**config.mk**
```make
export PLATFORM = sky130hd
export DESIGN_NAME = cal_sweep_seq
export DESIGN_NICKNAME = d
export VERILOG_FILES = /design/src/rtl/cal_sweep_pkg.sv /design/src/rtl/cal_code_step.sv /design/src/rtl/cal_settle_cap.sv /design/src/rtl/cal_sweep_seq.sv
export SDC_FILE = /design/constraint.sdc
export NUM_CORES = 1
export LEC_CHECK = 0
export BUFFER_PORTS_ARGS = -buffer_cell sky130_fd_sc_hd__buf_2
export CORE_ASPECT_RATIO = 0.9
export CORE_MARGIN = 4
export CORE_UTILIZATION = 40
export CTS_CLUSTER_DIAMETER = 200
export DETAILED_ROUTE_END_ITERATION = 6
export PLACE_DENSITY = 0.75
export SETUP_SLACK_MARGIN = 0.4
export SYNTH_ARGS = -nofsm -noshare
export SYNTH_HDL_FRONTEND = slang
export SYNTH_HIERARCHICAL = 1
export SYNTH_SLANG_ARGS = --single-unit
```
**constraint.sdc**
```tcl
create_clock -name clk -period 3.1 [get_ports clk]
set_input_delay 0.465 -clock clk [delete_from_list [all_inputs] [get_ports clk]]
set_output_delay 0.465 -clock clk [all_outputs]
set_load 0.02 [all_outputs]
```
**src/rtl/cal_sweep_pkg.sv**
```systemverilog
package cal_sweep_pkg;

  // Sample source tags
  typedef enum logic [2:0] {
    TAG_REF   = 3'd0,
    TAG_SP_A2 = 3'd1,
    TAG_CL_A1 = 3'd2,
    TAG_CL_A2 = 3'd3,
    TAG_CL_A3 = 3'd4
  } smp_tag_e;

  typedef enum logic [3:0] {
    ST_IDLE, ST_WRITE, ST_SET1, ST_CAP1, ST_REF,
    ST_SET2, ST_E1, ST_E2, ST_E3
  } seq_st_e;

  typedef struct packed {
    logic       en;
    logic [1:0] addr;
  } mux_ctl_t;

  // Mux input numbers (1..4); 0 means no switch closed
  localparam logic [2:0] MUX_OFF   = 3'd0;
  localparam logic [2:0] IN_SP_C2  = 3'd4;
  localparam logic [2:0] IN_CL_CUR = 3'd2;
  localparam logic [2:0] IN_CL_VM  = 3'd3;

  function automatic mux_ctl_t mux_pick(input logic [2:0] inp);
    mux_ctl_t m;
    if (inp == MUX_OFF) begin
      m.en   = 1'b0;
      m.addr = 2'b00;
    end else begin
      m.en   = 1'b1;
      m.addr = 2'(inp - 3'd1);
    end
    return m;
  endfunction

endpackage

```
**src/rtl/cal_code_step.sv**
```systemverilog
module cal_code_step #(
  parameter int W = 24
) (
  input  logic         clk,
  input  logic         rst_n,
  input  logic         load,
  input  logic         adv,
  input  logic [W-1:0] start_code,
  input  logic [W-1:0] step_code,
  output logic [W-1:0] code
);

  logic [W-1:0] code_q;
  logic [W-1:0] code_d;
  logic         code_en;

  assign code_en = load | adv;
  assign code_d  = load ? start_code : (code_q + step_code);

  always_ff @(posedge clk or negedge rst_n) begin
    if (!rst_n)       code_q <= '0;
    else if (code_en) code_q <= code_d;
  end

  assign code = code_q;

endmodule

```
**src/rtl/cal_settle_cap.sv**
```systemverilog
module cal_settle_cap #(
  parameter int DW      = 24,
  parameter int DISCARD = 6
) (
  input  logic          clk,
  input  logic          rst_n,
  input  logic          arm,
  input  logic          cnv_vld,
  input  logic [DW-1:0] cnv_data,
  output logic          got,
  output logic [DW-1:0] hold
);

  localparam int CW = (DISCARD > 0) ? $clog2(DISCARD + 1) : 1;

  logic [CW-1:0] cnt_q, cnt_d;
  logic          got_q, got_d;
  logic [DW-1:0] hold_q;
  logic          take;

  assign take = arm & cnv_vld & ~got_q & (cnt_q == CW'(DISCARD));

  always_comb begin
    cnt_d = cnt_q;
    got_d = got_q;
    if (!arm) begin
      cnt_d = '0;
      got_d = 1'b0;
    end else if (take) begin
      got_d = 1'b1;
    end else if (cnv_vld && !got_q) begin
      cnt_d = cnt_q + 1'b1;
    end
  end

  always_ff @(posedge clk or negedge rst_n) begin
    if (!rst_n) begin
      cnt_q <= '0;
      got_q <= 1'b0;
    end else begin
      cnt_q <= cnt_d;
      got_q <= got_d;
    end
  end

  always_ff @(posedge clk or negedge rst_n) begin
    if (!rst_n)    hold_q <= '0;
    else if (take) hold_q <= cnv_data;
  end

  assign got  = got_q;
  assign hold = hold_q;

endmodule

```
**src/rtl/cal_sweep_seq.sv**
```systemverilog
module cal_sweep_seq
  import cal_sweep_pkg::*;
#(
  parameter int SP_W    = 24,
  parameter int CL_W    = 16,
  parameter int SAMP_W  = 24,
  parameter int NPTS    = 11,
  parameter int DISCARD = 6,
  localparam int IDX_W  = (NPTS > 1) ? $clog2(NPTS) : 1
) (
  input  logic              clk,
  input  logic              rst_n,
  input  logic              start,
  input  logic              abort,
  input  logic [SP_W-1:0]   sp_start_code,
  input  logic [SP_W-1:0]   sp_step_code,
  input  logic [CL_W-1:0]   cl_start_code,
  input  logic [CL_W-1:0]   cl_step_code,
  output logic              sp_wr_valid,
  output logic [SP_W-1:0]   sp_wr_code,
  input  logic              sp_wr_ready,
  output logic              cl_wr_valid,
  output logic [CL_W-1:0]   cl_wr_code,
  input  logic              cl_wr_ready,
  input  logic [2:0]        adc_cnv_vld,
  input  logic [SAMP_W-1:0] adc1_data,
  input  logic [SAMP_W-1:0] adc2_data,
  input  logic [SAMP_W-1:0] adc3_data,
  output logic [1:0]        mux_c1_addr,
  output logic              mux_c1_en,
  output logic [1:0]        mux_c2_addr,
  output logic              mux_c2_en,
  output logic [1:0]        mux_vm_addr,
  output logic              mux_vm_en,
  output logic              ref_trig,
  output logic              smp_vld,
  output logic [IDX_W-1:0]  smp_idx,
  output logic [2:0]        smp_tag,
  output logic [SAMP_W-1:0] smp_data,
  output logic              busy,
  output logic              done
);

  localparam int N_ADC = 3;
  localparam logic [IDX_W-1:0] LAST_PT = IDX_W'(NPTS - 1);

  seq_st_e          st_q, st_d;
  logic [IDX_W-1:0] pt_q, pt_d;
  logic             sp_ack_q, sp_ack_d, cl_ack_q, cl_ack_d;
  logic             done_q, done_d;
  logic             code_ld, code_adv;
  logic             sp_ok, cl_ok;

  logic [N_ADC-1:0]  arm;
  logic [N_ADC-1:0]  got;
  logic [SAMP_W-1:0] adc_dat [N_ADC];
  logic [SAMP_W-1:0] hold    [N_ADC];

  // DAC code accumulators
  cal_code_step #(.W(SP_W)) u_sp_code (
    .clk, .rst_n, .load(code_ld), .adv(code_adv),
    .start_code(sp_start_code), .step_code(sp_step_code), .code(sp_wr_code)
  );

  cal_code_step #(.W(CL_W)) u_cl_code (
    .clk, .rst_n, .load(code_ld), .adv(code_adv),
    .start_code(cl_start_code), .step_code(cl_step_code), .code(cl_wr_code)
  );

  // Per-ADC settling discard and capture
  assign adc_dat[0] = adc1_data;
  assign adc_dat[1] = adc2_data;
  assign adc_dat[2] = adc3_data;

  always_comb begin
    arm = '0;
    if (st_q == ST_SET1) arm[1] = 1'b1;
    if (st_q == ST_SET2) arm    = '1;
  end

  for (genvar g = 0; g < N_ADC; g++) begin : g_cap
    cal_settle_cap #(.DW(SAMP_W), .DISCARD(DISCARD)) u_cap (
      .clk, .rst_n,
      .arm(arm[g]),
      .cnv_vld(adc_cnv_vld[g]),
      .cnv_data(adc_dat[g]),
      .got(got[g]),
      .hold(hold[g])
    );
  end

  // DAC write handshake
  assign sp_wr_valid = (st_q == ST_WRITE) & ~sp_ack_q;
  assign cl_wr_valid = (st_q == ST_WRITE) & ~cl_ack_q;
  assign sp_ok = sp_ack_q | (sp_wr_valid & sp_wr_ready);
  assign cl_ok = cl_ack_q | (cl_wr_valid & cl_wr_ready);

  // Next-state logic
  always_comb begin
    st_d     = st_q;
    pt_d     = pt_q;
    code_ld  = 1'b0;
    code_adv = 1'b0;
    done_d   = 1'b0;
    sp_ack_d = 1'b0;
    cl_ack_d = 1'b0;
    if (abort) begin
      st_d = ST_IDLE;
    end else begin
      case (st_q)
        ST_IDLE: if (start) begin
          st_d    = ST_WRITE;
          pt_d    = '0;
          code_ld = 1'b1;
        end
        ST_WRITE: begin
          if (sp_ok && cl_ok) begin
            st_d = ST_SET1;
          end else begin
            sp_ack_d = sp_ok;
            cl_ack_d = cl_ok;
          end
        end
        ST_SET1: if (got[1]) st_d = ST_CAP1;
        ST_CAP1: st_d = ST_REF;
        ST_REF:  st_d = ST_SET2;
        ST_SET2: if (&got) st_d = ST_E1;
        ST_E1:   st_d = ST_E2;
        ST_E2:   st_d = ST_E3;
        ST_E3: begin
          if (pt_q == LAST_PT) begin
            st_d   = ST_IDLE;
            done_d = 1'b1;
          end else begin
            st_d     = ST_WRITE;
            pt_d     = pt_q + 1'b1;
            code_adv = 1'b1;
          end
        end
        default: st_d = ST_IDLE;
      endcase
    end
  end

  // State registers
  always_ff @(posedge clk or negedge rst_n) begin
    if (!rst_n) begin
      st_q     <= ST_IDLE;
      pt_q     <= '0;
      sp_ack_q <= 1'b0;
      cl_ack_q <= 1'b0;
      done_q   <= 1'b0;
    end else begin
      st_q     <= st_d;
      pt_q     <= pt_d;
      sp_ack_q <= sp_ack_d;
      cl_ack_q <= cl_ack_d;
      done_q   <= done_d;
    end
  end

  // Multiplexer routing per phase
  mux_ctl_t c1, c2, vm;
  always_comb begin
    c1 = mux_pick(MUX_OFF);
    c2 = mux_pick(MUX_OFF);
    vm = mux_pick(MUX_OFF);
    case (st_q)
      ST_WRITE, ST_SET1, ST_CAP1, ST_REF: c2 = mux_pick(IN_SP_C2);
      ST_SET2, ST_E1, ST_E2, ST_E3: begin
        c1 = mux_pick(IN_CL_CUR);
        c2 = mux_pick(IN_CL_CUR);
        vm = mux_pick(IN_CL_VM);
      end
      default: ;
    endcase
  end

  assign mux_c1_addr = c1.addr;
  assign mux_c1_en   = c1.en;
  assign mux_c2_addr = c2.addr;
  assign mux_c2_en   = c2.en;
  assign mux_vm_addr = vm.addr;
  assign mux_vm_en   = vm.en;

  // Tagged sample output
  always_comb begin
    smp_vld  = 1'b1;
    smp_tag  = TAG_REF;
    smp_data = '0;
    case (st_q)
      ST_CAP1: begin smp_tag = TAG_SP_A2; smp_data = hold[1]; end
      ST_REF:  begin smp_tag = TAG_REF;   smp_data = '0;      end
      ST_E1:   begin smp_tag = TAG_CL_A1; smp_data = hold[0]; end
      ST_E2:   begin smp_tag = TAG_CL_A2; smp_data = hold[1]; end
      ST_E3:   begin smp_tag = TAG_CL_A3; smp_data = hold[2]; end
      default: smp_vld = 1'b0;
    endcase
  end

  assign smp_idx  = pt_q;
  assign ref_trig = (st_q == ST_REF);
  assign busy     = (st_q != ST_IDLE);
  assign done     = done_q;

endmodule

```
# After elaboration in Yosys (flattened, before gate mapping)
# Cells that the tools add are included.
word_totals:
  regBits: 135
  inputBits: 161
  output_inout_bits: 86
  wordCells: 141
op_classes:
  n_reduce_logical: 20
  mux: 50
  n_addsub: 6
  n_bitwise: 22
  n_eq_ne: 27
op_table:
  columns: ["op", "count"]
  rows:
  - ["$pmux 24 s3", 1]
  - ["$mux 3", 12]
  - ["$pmux 4 s9", 1]
  - ["$mux 4", 7]
  - ["$add 24x24->24", 1]
  - ["$mux 1", 24]
  - ["$mux 24", 1]
  - ["$add 16x16->16", 1]
  - ["$eq 4x3->1 const B", 4]
  - ["$mux 16", 1]
  - ["$and 1x1->1", 13]
  - ["$ne 2x1->1 const B", 6]
  - ["$pmux 3 s4", 1]
  - ["$ne 2x2->1 const B", 5]
  - ["$add 3x1->3 const B", 3]
  - ["$eq 3x3->1 const B", 3]
  - ["$ne 3x2->1 const B", 3]
  - ["$eq 4x2->1 const B", 2]
  - ["$eq 4x4->1 const B", 2]
  - ["$pmux 4 s2", 1]
  - ["$reduce_and 4->1", 2]
  - ["$reduce_or 4->1", 2]
  - ["$not 1->1", 6]
  - ["$pmux 3 s2", 1]
  - ["13 further kinds", 22]

# Logic depth before layout (Yosys ltp)
# Gate-level depths: netlist (run 1).
logic_depth:
  depth_word: 8
  depth_mapped: 13
  depth_no_buf: 11

# By module
# The synthesis (run 1) kept the hierarchy.
modules_own_cells:
  columns: ["module", "area_each_um2", "seq_area_each_um2", "cells_per_inst", "n_inst"]
  rows:
  - ["cal_settle_cap", 1197.4, 700.7, 73, 3]
  - ["cal_code_step (u_sp_code)", 2285.9, 600.6, 279, 1]
  - ["cal_code_step (u_cl_code)", 1433.9, 400.4, 166, 1]
  - ["cal_sweep_seq", 1206.2, 275.3, 148, 1]

# Worst setup path after synthesis (run 1)
# OpenSTA, ideal clock, no wires.
synth_path:
  path_type: "reg-to-reg"
  startpoint: "register st_q[1]"
  endpoint: "register u_cl_code.code_q[15] (netlist: u_cl_code/code[15])"
  stages_incl_launch_ff: 13
  required_ps: 3036
  setup_time_ps: 64
  period_less_slack_ps: 2604
  path_slack_ps: 496
  n_path_buf: 3
  t_arrival_ps: 2540
  path_cell_list: "dfrtp_1 buf_6 nor3_4 nand2_1 inv_2 buf_2 nand3b_1 inv_1 clkbuf_1 nand2b_1 or3b_2 a21oi_1 or3_1"
synth_via:
  elab_chain_len: 4
  elab_cells_between_ends: 8
  classes_between: "1 x eq/ne; 5 x mux; 1 x bitwise; 1 x reduce/logical"
synth_lines:
  columns: ["element", "line_no", "text"]
  rows:
  - ["from (decl)", "cal_sweep_seq.sv:47", "seq_st_e st_q, st_d;"]
  - ["from (signal assigned)", "cal_sweep_seq.sv:154", "st_q <= st_d;"]
  - ["$eq 4x4->1", "cal_sweep_seq.sv:110", "case (st_q)"]
  - ["$mux 1", "cal_sweep_seq.sv:110", null]
  - ["$mux 1", "cal_sweep_seq.sv:107", "if (abort) begin"]
  - ["via code_adv", "cal_sweep_seq.sv:51", "logic code_ld, code_adv;"]
  - ["$or 1x1->1", "cal_code_step.sv:17", "assign code_en = load | adv;"]
  - ["to (signal assigned)", "cal_code_step.sv:22", "else if (code_en) code_q <= code_d;"]
  - ["to (decl)", "cal_code_step.sv:13", "logic [W-1:0] code_q;"]
# The timed path passes the listed nets, and every way through them passes these cells.
# A chain may end at the register's enable or synchronous reset.

# Worst setup path after layout (run 1)
layout_path:
  startpoint: "register u_sp_code.code_q[8] (netlist: u_sp_code/code[8])"
  endpoint: "register u_sp_code.code_q[21] (netlist: u_sp_code/code[21])"
layout_via:
  elab_chain_len: 2
layout_lines:
  columns: ["element", "line_no", "text"]
  rows:
  - ["from (decl)", "cal_code_step.sv:13", null]
  - ["from (signal assigned)", "cal_code_step.sv:22", null]
  - ["$add 24x24->24", "cal_code_step.sv:18", "assign code_d = load ? start_code : (code_q + step_code);"]
  - ["$mux 24", "cal_code_step.sv:18", null]
# No other way between the ends.

==> flow_summary.ini, run 1 <==
[floorplanning]
die_width_microns = 162
io_pins = 247
die_h_microns = 146
core_area_sq_um = 20900
rows = 50
initial_core_util_pct = 40.8
die_area_sq_um = 23700

[sta]
rsz0062_at_grt = false
drv_slew = 0
period_share_pct = 82.4
hold_violations = 0
fmax_mhz = 391
fin_skew_ps = 10.8
final.setup.tns_ps = 0
setup_slack_ps = 545
hold_ws_ps = 239
period_minus_slack_ps = 2550
worst_pin_slew_ps = 548
slew_headroom_pct = 63.4
finalSetupViolCount = 0

[synth]
synth.area.top_cells = dfrtp_1, mux2_4, ha_1
synth-warning-count = 6
synth-compound-area-share_pct = 17.6
synth_top_area_share_pct = 39.7
yosysUniqueCellTypes = 79
yosysSeqAreaShare_pct = 39.7
synth_area_sq_um = 8520
syn_area_per_cell_sq_um = 10.5
synth_top_family_by_area = compound AO/OA/AOI/OAI gates
postSynthCellCount = 812
synth-xor-area-share_pct = 2.67
synth_top_area_cell = dfrtp_1
synth-seq-cells = 135
synth_edf_count = 0
synth-adder-area-share_pct = 7.23
synth-simple-area-share_pct = 12.7
synthFlopType = dfrtp_1
async_flop_share_pct = 100
synth_mux_area_share_pct = 14.9

[setup_path]
rr_worst_depth = 9
setup.worst_path.end = u_sp_code/code[21]
cp-start-kind = register
worstPathArrival_ps = 2840
crit_start = u_sp_code/code[8]
path_buf_inv = 0
crit_path_max_incr_delay_ps = 400
cp_num_cells = 9
path_delay_family = compound AO/OA/AOI/OAI gates
reg2reg_from = u_sp_code/code[8]
rr_endpoint = u_sp_code/code[21]
critPathMaxFanout = 5
crit_chain = ha_1 > a21oi_1 > o21ai_0 > a41oi_1 > o21ai_2 > a221oi_2 > o21ai_1 > mux2i_1 > a221o_1
r2r_slack_ps = 550
worst_ep_required_time_ps = 3390
crit_path_top_delay_cell = dfrtp_1
end_kind = register
critPathKind = register to register

[cells_and_area]
final-instance-count-excl-fill = 1352
nFillCells = 1931
final_cell_mix = buf_2, dfrtp_1, nand2_1, o21ai_0, mux2_4
area.growth.synth_to_final_pct = 24.3
layout_commonest_cell = buf_2
final_area_sq_um = 10600
final_nets = 1261
drive_gt1_share_pct = 37.3

[route]
drc = 0
vias_per_cell = 5.35
wl_per_cell_microns = 16.7
via_count = 7230
wl_mm = 22.6
final_antenna_net_count = 0
drtIter0Drc = 490
firstDrtPassIters = 6

[power]
leakage_nw = 5.59
powerDensity_nw_per_um2 = 752
peakVddDrop_v = 0.000338

[run]
drv_cap = 0

[global_route]
grt_max_degree = 62
grt_util_all_layers_pct = 18.6
grt_first_pass_wirelength_mm = 36.2
grt-ovfl-total = 0
antenna_found_initial = 1
grt_pass1_vias = 7301

[clock_network]
cts_made_buffers = 17
cts.path.max_buffers = 2
clk_latency_ps = 420
cts_tree = done
cts_max_level = 4
cts_sinks = 135
clk_pin_slew_ps = 70
clk_root_buffer_cell = clkbuf_16

[outcome]
outcome = complete, no violations

[place]
dp_worst_setup_slack_ps = 388
place_inst = 1314
placed_area_sq_um = 9960
io_buffers = 244
gp_congestion = 0.910
hpwl_mm = 17.0

[worst_hold_path]
hp-start = sp_wr_ready
worstHoldPathType = input pin to register
## how the worst min path moves through the flow
stage / to / slack (ps) / depth (start not counted)
6_report: cl_ack_q / 240 / 2
5_1_grt: cl_ack_q / 230 / 2
4_1_cts: sp_ack_q / 210 / 2
3_5_place_dp: u_cl_code/code[10] / 450 / 1
3_3_place_gp: u_cl_code/code[9] / 450 / 1
2_1_floorplan: cl_ack_q / 170 / 0
## synth_stat cells (9+ instances only)
master / count
dfrtp_1: 135
nand2_1: 59
o21ai_0: 59
mux2_4: 57
a21oi_1: 49
inv_1: 48
ha_1: 46
nor2_1: 37
a222oi_1: 24
mux2i_1: 23
xnor2_1: 17
mux2_1: 15
nor3_1: 15
clkbuf_1: 14
a21o_1: 13
nand3_1: 12
or3_1: 11
a31oi_1: 9
buf_4: 9
buf_6: 9
xor2_1: 9
## sequential cells by signal, indices dropped and copies added (netlist names)
register / flops
cl_ack_q: 1
done: 1
g_cap.u_cap/cnt_q: 9
g_cap.u_cap/got: 3
g_cap.u_cap/hold: 72
smp_idx: 4
sp_ack_q: 1
st_q: 4
u_cl_code/code: 16
u_sp_code/code: 24
## routing by layer
metal	global-route usage (%)	wire length, microns
met3	5.96	1980
met5	0	13
met2	30.9	10500
met1	23.7	9780
met4	4.27	236
## cell type report
class | count | area, sq um | area share, %
diodes | 1 | 2.50 | 0.0236
clock buffers | 17 | 425 | 4.02
clock inverters | 15 | 131 | 1.24
inverters | 49 | 188 | 1.77
multi-input cells | 587 | 4710 | 44.5
flip-flops and latches | 135 | 3380 | 32.0
well taps | 286 | 358 | 3.38
repair buffers | 262 | 1390 | 13.1
## what timing repair did
item,4_1_cts,5_1_grt
endpoints found under the setup margin,1,29
gates cloned,0,0
endpoints found under the hold margin,5,0
pin swaps,0,1
resized for setup,1,10
buffers inserted,0,4
hold buffers,1,0
## report_power, final
group	internal, W	switching, W
Combinational	0.00152	0.00218
Sequential	0.00205	0.000283
Clock	0.00106	0.000883
## logic make-up (layout without fill, tap and decap cells)
kind of cell / count (synthesis) / after routing
AO/OA/AOI/OAI: 221 / 221
XOR/XNOR: 26 / 26
adder cells (fa/ha/maj): 48 / 48
buffers and inverters: 91 / 343
flip-flops: 135 / 135
multiplexers: 96 / 96
other: 1 / 3
AND/OR/NAND/NOR: 194 / 194
## metrics by stage
step,total power [W],util (%)
3_5_place_dp,0.00600,47.7
3_3_place_gp,0.00595,47.7
4_1_cts,0.00799,50.4
2_1_floorplan,0.00503,-
6_report,0.00796,50.7
5_1_grt,0.00852,50.7
(Power assumes the default switching activity.)
==> run 2, diff against run 1 <==
- PLACE_DENSITY: 0.75 -> 0.78
- clock period: 3.1 -> 2.3 ns (I/O delays scaled with it)
==> run 2 against run 1 <==
Routed wire length is 34% higher. Largest power group unchanged. Largest cell class unchanged. Sequential cell count is the same. Register-to-register slack worse by 580 ps. The flow now finishes with violations (DRC, setup timing). Highest routed layer is now met4. Worst hold slack worse by 130 ps.
==> flow_summary.ini, run 2 (synthesis gave the netlist of run 1 again) <==
[cells_and_area]
final-instance-count-excl-fill = 1479
final_area_sq_um = 13400
largest_reg_flops = 72
antennaDiodeCount = 0
final_nets = 1389
area.growth.synth_to_final_pct = 57.4
drive_gt1_share_pct = 55.9
final_cell_mix = buf_2, dfrtp_1, buf_6, mux2_4, buf_4
layout_commonest_cell = buf_2

[outcome]
failed_checks = DRC, setup timing
outcome = complete, but fails checks

[global_route]
grt_pass1_vias = 8093
grt-ovfl-total = 0
grt_first_pass_wirelength_mm = 42.4
grt_max_degree = 52
grt_util_all_layers_pct = 22.1
antenna_found_initial = 0

[sta]
worst_pin_slew_ps = 533
fmax_mhz = 420
period_minus_slack_ps = 2380
fin_skew_ps = 15.2
hold_violations = 0
finalSetupViolCount = 42
drv_slew = 0
rsz0062_at_grt = true
setup_slack_ps = -79.6
slew_headroom_pct = 64.5
period_share_pct = 103

[route]
vias_per_cell = 5.53
drc = 3
drtIter0Drc = 536
wl_per_cell_microns = 20.5
via_count = 8178
final_antenna_net_count = 0
wl_mm = 30.3
firstDrtPassIters = 7

[clock_network]
clk_pin_slew_ps = 70
cts_sinks = 135
clk_root_buffer_cell = clkbuf_16
cts_tree = done
cts_made_buffers = 17
clk_latency_ps = 420
cts_max_level = 4
cts.path.max_buffers = 2

[run]
drv_cap = 0

[setup_path]
worst_ep_required_time_ps = 1960
reg2reg_from = u_sp_code/code[0]
rr_endpoint = u_sp_code/code[12]
critPathMaxFanout = 12
r2r_slack_ps = -30
cp-start-kind = register
critPathKind = register to primary output
rr_worst_depth = 12
worstPathArrival_ps = 2030
end_kind = primary output

[floorplanning]
core_area_sq_um = 20900
rows = 50
die_width_microns = 162
io_pins = 247
die_h_microns = 146
initial_core_util_pct = 40.8
die_area_sq_um = 23700

[place]
gp_congestion = 0.916
place_inst = 1341
placed_area_sq_um = 10500
hpwl_mm = 17.8
io_buffers = 244

[worst_hold_path]
min_path_cells = 2
hp-start = sp_wr_ready
min_to = cl_ack_q
worstHoldPathType = input pin to register

[power]
peakVddDrop_v = 0.000507
leakage_nw = 6.66
powerDensity_nw_per_um2 = 1040
==> run 2: layer usage <==
metal | vias to the layer above | global-route usage [%] | wire length [microns]
met1 | 4000 | 27.0 | 12000
met3 | 52 | 6.60 | 2550
met5 | - | 0 | 0
met2 | 399 | 37.9 | 15200
met4 | 0 | 6.26 | 621
li1 | 3727 | - | -
==> run 2: cell type report <==
cell class / instances / area, sq um
clock buffers: 18 / 429
clock inverters: 14 / 129
fillers: 1583 / 7490
inverters: 49 / 205
multi-input cells: 587 / 5680
flip-flops and latches: 135 / 3400
well taps: 286 / 358
repair buffers: 390 / 3210
==> run 2: worst max-delay path by stage <==
| stage | to | start | slack (ps) |
|---|---|---|---|
| after global routing | smp_data[5] | st_q[0] | -170 |
| after global placement | u_sp_code/code[18] | sp_step_code[0] | 20 |
| after floorplan | u_sp_code/code[21] | u_sp_code/code[14] | 70 |
| after detailed placement | u_sp_code/code[21] | sp_step_code[1] | -70 |
| final | smp_data[9] | st_q[0] | -80 |
| after CTS | smp_data[5] | st_q[0] | -60 |
==> run 2: report_power, final <==
part | total (W) | internal [W] | switching, W | leakage (nW)
logic | 0.00803 | 0.00389 | 0.00414 | 4.60
clock network | 0.00265 | 0.00143 | 0.00122 | 0.266
registers | 0.00322 | 0.00278 | 0.000440 | 1.79
total | 0.0139 | 0.00809 | 0.00580 | 6.66
==> run 2: critical path, stage by stage (launching register included) <==
cell       delay [ps]
dfrtp_2           410
buf_12            120
nor3_4             40
nand2_2            90
inv_4              60
buf_12            120
clkbuf_16         170
a222oi_1          360
inv_1             110
buf_6             150
==> run 2: what timing repair did <==
item,in CTS,in global routing
hold buffers,1,0
gates resized for setup,191,124
endpoints found under the hold margin,46,0
pin swaps,59,70
gates cloned,8,8
setup endpoints to repair,102,154
setup buffers,57,32
==> run 2: stage by stage <==
step           util, %  setup TNS [ps]  hold WS (ps)  worst slack, ps  total power, W
2_1_floorplan        -               0          49.4             73.8         0.00713
3_3_place_gp      50.3               0           334             15.0         0.00867
3_5_place_dp      50.3           -94.0           334            -67.0         0.00879
4_1_cts           59.6            -177          87.1            -55.8          0.0127
5_1_grt           64.2           -4850          86.0             -167          0.0146
6_report          64.2            -599           110            -79.6          0.0139
